<file path="src/rtl/fwd_pkg.sv">
package fwd_pkg;
  localparam int NUM_SRC = 2;

  typedef enum logic [1:0] {
    FWD_RF  = 2'd0,
    FWD_MEM = 2'd1,
    FWD_WB  = 2'd2
  } fwdSel_e;

  typedef struct packed {
    logic [NUM_SRC-1:0] exMemHit;
    logic [NUM_SRC-1:0] memWbHit;
    logic [NUM_SRC-1:0] loadUseHit;
  } hzdMatch_t;

  typedef struct packed {
    logic                    stall;
    logic                    bubble;
    logic [NUM_SRC-1:0][1:0] fwdSel;
  } hzdStrobe_t;
endpackage

</file>
<file path="src/rtl/fwd_track_dp.sv">
module fwd_track_dp
  import fwd_pkg::*;
#(
  parameter int REG_BITS = 5
) (
  input  logic                             clk,
  input  logic                             rstN,
  input  logic                             decValid,
  input  logic [NUM_SRC-1:0][REG_BITS-1:0] decRs,
  input  logic [NUM_SRC-1:0]               decUse,
  input  logic [REG_BITS-1:0]              decRd,
  input  logic                             decRegWr,
  input  logic                             decIsLoad,
  input  hzdStrobe_t                       strobe,
  output hzdMatch_t                        match
);
  localparam logic [REG_BITS-1:0] ZERO_REG = '0;

  typedef struct packed {
    logic [NUM_SRC-1:0][REG_BITS-1:0] rs;
    logic [NUM_SRC-1:0]               srcUsed;
    logic [REG_BITS-1:0]              rd;
    logic                             regWr;
    logic                             isLoad;
  } exEntry_t;

  typedef struct packed {
    logic [REG_BITS-1:0] rd;
    logic                regWr;
  } wrEntry_t;

  exEntry_t decEntry, idEx;
  wrEntry_t exMem, memWb;

  always_comb begin
    decEntry.rs      = decRs;
    decEntry.srcUsed = decUse;
    decEntry.rd      = decRd;
    decEntry.regWr   = decRegWr;
    decEntry.isLoad  = decIsLoad;
  end

  always_ff @(posedge clk or negedge rstN) begin
    if (!rstN) begin
      idEx  <= '0;
      exMem <= '0;
      memWb <= '0;
    end else begin
      idEx        <= (strobe.bubble || !decValid) ? '0 : decEntry;
      exMem.rd    <= idEx.rd;
      exMem.regWr <= idEx.regWr;
      memWb       <= exMem;
    end
  end

  logic [NUM_SRC-1:0] memHitV, wbHitV, luHitV;

  for (genvar g = 0; g < NUM_SRC; g++) begin : g_src
    logic exLive;
    assign exLive     = idEx.srcUsed[g] && (idEx.rs[g] != ZERO_REG);
    assign memHitV[g] = exLive && exMem.regWr && (exMem.rd == idEx.rs[g]);
    assign wbHitV[g]  = exLive && memWb.regWr && (memWb.rd == idEx.rs[g]);
    assign luHitV[g]  = decValid && decUse[g] && (decRs[g] != ZERO_REG) &&
                        idEx.regWr && idEx.isLoad && (idEx.rd == decRs[g]);

    a_r5_zero_src: assert property (@(posedge clk) disable iff (!rstN)
      (idEx.rs[g] == ZERO_REG) |-> (strobe.fwdSel[g] == FWD_RF));

    a_r4_young_wins: assert property (@(posedge clk) disable iff (!rstN)
      (idEx.srcUsed[g] && idEx.rs[g] != ZERO_REG && exMem.regWr &&
       exMem.rd == idEx.rs[g]) |-> (strobe.fwdSel[g] == FWD_MEM));

    a_r10_no_writer: assert property (@(posedge clk) disable iff (!rstN)
      (!exMem.regWr && !memWb.regWr) |-> (strobe.fwdSel[g] == FWD_RF));
  end

  assign match = '{exMemHit: memHitV, memWbHit: wbHitV, loadUseHit: luHitV};

  a_r6_stall_needs_load: assert property (@(posedge clk) disable iff (!rstN)
    strobe.stall |-> (idEx.isLoad && idEx.regWr && decValid));

  a_r7_stall_single: assert property (@(posedge clk) disable iff (!rstN)
    strobe.stall |=> !strobe.stall);
endmodule

</file>
<file path="src/rtl/fwd_hazard_ctl.sv">
module fwd_hazard_ctl
  import fwd_pkg::*;
(
  input  hzdMatch_t  match,
  output hzdStrobe_t strobe
);
  logic [NUM_SRC-1:0][1:0] selV;

  for (genvar g = 0; g < NUM_SRC; g++) begin : g_sel
    always_comb begin
      if (match.exMemHit[g])      selV[g] = FWD_MEM;
      else if (match.memWbHit[g]) selV[g] = FWD_WB;
      else                        selV[g] = FWD_RF;
    end
  end

  logic lu;
  assign lu = |match.loadUseHit;

  assign strobe = '{stall: lu, bubble: lu, fwdSel: selV};
endmodule

</file>
<file path="src/rtl/fwd_interlock_top.sv">
module fwd_interlock_top
  import fwd_pkg::*;
#(
  parameter int REG_BITS = 5
) (
  input  logic                clk,
  input  logic                rstN,
  input  logic                decValid,
  input  logic [REG_BITS-1:0] decRs1,
  input  logic [REG_BITS-1:0] decRs2,
  input  logic                decUse1,
  input  logic                decUse2,
  input  logic [REG_BITS-1:0] decRd,
  input  logic                decRegWr,
  input  logic                decIsLoad,
  output logic [1:0]          fwdSelA,
  output logic [1:0]          fwdSelB,
  output logic                stallUp,
  output logic                bubbleIns
);
  logic [NUM_SRC-1:0][REG_BITS-1:0] srcIdx;
  logic [NUM_SRC-1:0]               srcUse;
  hzdMatch_t  match;
  hzdStrobe_t strobe;

  assign srcIdx[0] = decRs1;
  assign srcIdx[1] = decRs2;
  assign srcUse    = {decUse2, decUse1};

  fwd_track_dp #(.REG_BITS(REG_BITS)) i_dp (
    .clk       (clk),
    .rstN      (rstN),
    .decValid  (decValid),
    .decRs     (srcIdx),
    .decUse    (srcUse),
    .decRd     (decRd),
    .decRegWr  (decRegWr),
    .decIsLoad (decIsLoad),
    .strobe    (strobe),
    .match     (match)
  );

  fwd_hazard_ctl i_ctl (
    .match  (match),
    .strobe (strobe)
  );

  assign fwdSelA   = strobe.fwdSel[0];
  assign fwdSelB   = strobe.fwdSel[1];
  assign stallUp   = strobe.stall;
  assign bubbleIns = strobe.bubble;
endmodule

</file>
<file path="config.mk">
export PLATFORM = sky130hd
export DESIGN_NAME = fwd_interlock_top
export DESIGN_NICKNAME = d
export VERILOG_FILES = /design/src/rtl/fwd_pkg.sv /design/src/rtl/fwd_track_dp.sv /design/src/rtl/fwd_hazard_ctl.sv /design/src/rtl/fwd_interlock_top.sv
export SDC_FILE = /design/constraint.sdc
export NUM_CORES = 1
export LEC_CHECK = 0
export ABC_AREA = 1
export BUFFER_PORTS_ARGS = -buffer_cell sky130_fd_sc_hd__buf_2
export CORE_ASPECT_RATIO = 0.75
export CORE_UTILIZATION = 30
export CTS_BUF_LIST = sky130_fd_sc_hd__clkbuf_16
export DETAILED_ROUTE_END_ITERATION = 16
export PLACE_DENSITY = 0.49
export REMOVE_ABC_BUFFERS = 1
export SLEW_MARGIN = 25
export SYNTH_ARGS = -nofsm -noshare
export SYNTH_HDL_FRONTEND = slang
export SYNTH_SLANG_ARGS = --single-unit
export TNS_END_PERCENT = 100
</file>
<file path="constraint.sdc">
create_clock -name clk -period 3.72 [get_ports clk]
set_clock_uncertainty 0.1 [all_clocks]
set_input_delay 0.186 -clock clk [delete_from_list [all_inputs] [get_ports clk]]
set_output_delay 0.186 -clock clk [all_outputs]
set_load 0.02 [all_outputs]
</file>
==> impl_metrics.toml <==
[clock_tree]
clock_sink_count = 31
cts_post_setup_buffers_inserted = 0
count_of_cells_resized_by_post_cts_repair = 0
path_clk_slew_ns = 0.05
cts_buffer_depth = 2
tritoncts = "yes"
clock_insertion_delay_worst_skew_ns = 0.27
clock_root_cell = "clkbuf_16"
h-tree-depth = 2
clock_buffer_count_from_cts = 5
post_cts_hold_buffer_count = 1

[power_and_ir_drop]
power-per-cell-area_nw_per_um2 = 440
ir_drop_mv = 0.182
static-leakage-power_nw = 1.00

[logic_synthesis]
ys_top_cells_by_area = "dfrtp_1 (50%), nand2_1 (9.3%), nor2_1 (8.5%), inv_1 (8.3%), xnor2_1 (6.3%)"
netlist.top_cell.by_area = "dfrtp_1"
post_synth_inst_count = 193
synth.cells.most_frequent = "nand2_1 (38), nor2_1 (35), inv_1 (34)"
synth_ff_type = "dfrtp_1"
ys_warn_count = 0
most_used_standard_cell_by_instance_count_after_synthesis = "nand2_1"
post_synth.cell_area_avg_um2 = 7.99
ffs_latches_synth = 31
synth.top_cell.area_share_pct = 50.3
synth_enable_flop_cells = 0
yosys_cell_types = 19
synth-async-reset-ratio_pct = 100
synthesis.area_um2 = 1540
synth_seq_area_share_pct = 50.3

[sta]
period_share_pct = 48.5
fmaxAchievable_mhz = 554
max_slew_margin_pct = 55.6
final_hold_viol_count = 0
final-setup-viol-count = 0
timing_max_transition_violations_final = 0
rsz0062_at_grt = "false"
setup_total_negative_slack_ns = 0
period_minus_slack_ns = 1.80
worstMarginPinSlew_ns = 0.666

[routing]
routed_wl_um = 3300
viasPerCell = 4.26
final_antenna_net_count = 0
drt_first_pass_iters = 6
detail_route.wl_per_cell_um = 11.5
drt_iter0_drc = 53
vias = 1218
route.detailed.drc = 0

[layout]
finalNetCount = 248
layout-area-overhead-vs-synth_pct = 21.8
post_layout_nonfiller_instances = 286
nFillCells = 515
drive_gt1_share_pct = 16.4
antenna-diode-count = 0

[floorplanning]
initial_core_util_pct = 31.3
floorplan.die.width_um = 84.8
floorplan.io_pins = 28
die_height_um = 64.1
std_cell_rows = 22
core-area_um2 = 4930
die_area_um2 = 5430

[critical_path]
worstReg2RegStart = "i_dp.idEx[3]"
worstPathRequired_ns = 3.43
r2r_cells = 6
timing.critical_path.fanout_max = 4
setup.reg_to_reg.worst_slack_ns = 2.17
end_kind = "primary output"
reg2reg_to = "i_dp.idEx[16]"
crit_path_start_kind = "flip-flop"
timing_worst_setup_path_type = "flip-flop to primary output"
worstPathArrival_ns = 1.52

[hold_path]
timing.hold.worst_path_depth = 3
hold-path-endpoint = "i_dp.idEx[2]"
worstHoldPathType = "input port to flip-flop"
holdCritStartpoint = "decRd[0]"

[global_routing]
first_global_vias = 1159
globalRouteTotalUtil_pct = 13.8
grt_first_pass_wirelength_um = 5560
antenna_found_initial = 0
gr-total-overflow = 0
maximum_number_of_pins_on_one_net_before_global_route_repair = 32

[placed_design]
count_of_buffers_from_port_buffering = 27
finalWeightedCongestion = 0.815
post-dp-hpwl_um = 2610
dp.cells = 278

[run]
drv.max_cap_violation_count = 0

[run_status]
status = "finished clean"
## cell usage in the layout (no fill, tap or decap), drive strengths merged
cell type and count:
a21boi 1, a21oi 3, and3 1, buf 27
clkbuf 5, clkinv 2, dfrtp 31, dlygate4sd3 1
inv 34, nand2 38, nand3 17, nand3b 1
nand4 5, nor2 35, nor3 4, nor3b 1
o21ai 4, or2 2, xnor2 11, xor2 3
## power by group
| part | switching, mW | internal [mW] | leakage (nW) |
|---|---|---|---|
| clock network | 0.129 | 0.239 | 0.0671 |
| registers | 0.0168 | 0.355 | 0.400 |
| logic | 0.0495 | 0.0363 | 0.536 |
## worst max-delay path: stages, from the launching register on
cell	delay (ns)
dfrtp_1	0.42
xnor2_1	0.24
inv_1	0.06
nor3_1	0.17
nand3_1	0.11
nand2_1	0.08
buf_2	0.16
## worst max path at each step
stage	end	from	slack, ns
after floorplan	fwdSelB[1]	i_dp.idEx[16]	2.04
after global placement	i_dp.idEx[9]	decRs1[1]	2.15
after detailed placement	i_dp.idEx[16]	i_dp.idEx[3]	2.18
after CTS	bubbleIns	i_dp.idEx[3]	1.91
after global routing	bubbleIns	i_dp.idEx[3]	1.82
final	bubbleIns	i_dp.idEx[3]	1.92
## final cells by class
class	count	area (µm²)	share of cell area, %
tap	60	75.1	4.00
timing repair buffer	28	145	7.73
sequential	31	776	41.3
clock buffer	5	125	6.67
inverter	34	128	6.80
clock inverter	2	8.76	0.467
multi-input combinational	126	619	33.0
## cell families after synthesis
group	Yosys count	share of synthesized area [%]
flip-flops	31	50.3
XOR/XNOR	14	7.95
AND/OR/NAND/NOR	104	29.5
AO/OA/AOI/OAI	8	2.76
buffers and inverters	36	9.50
## through the flow
stage	hold slack [ns]	setup slack [ns]	power (mW)	util, %	cell area (µm²)
2_1_floorplan	-0.210	2.04	0.427	-	1520
3_3_place_gp	0.172	2.15	0.465	35.2	1730
3_5_place_dp	0.172	2.18	0.464	35.2	1730
4_1_cts	0.0141	1.91	0.841	38.1	1880
5_1_grt	0.0305	1.82	0.870	38.1	1880
6_report	0.0180	1.92	0.826	38.1	1880
## metal layers
layer	track usage [%]	part of all wire, %
met2	19.4	40
met4	5.08	1.3
met3	3.62	4.7
met5	0	0
met1	20.0	54
## state kept, by name (all words and copies together) (netlist names)
register	flops
i_dp.exMem	6
i_dp.idEx	19
i_dp.memWb	6
Note: power is estimated with default switching activity, not from simulation.
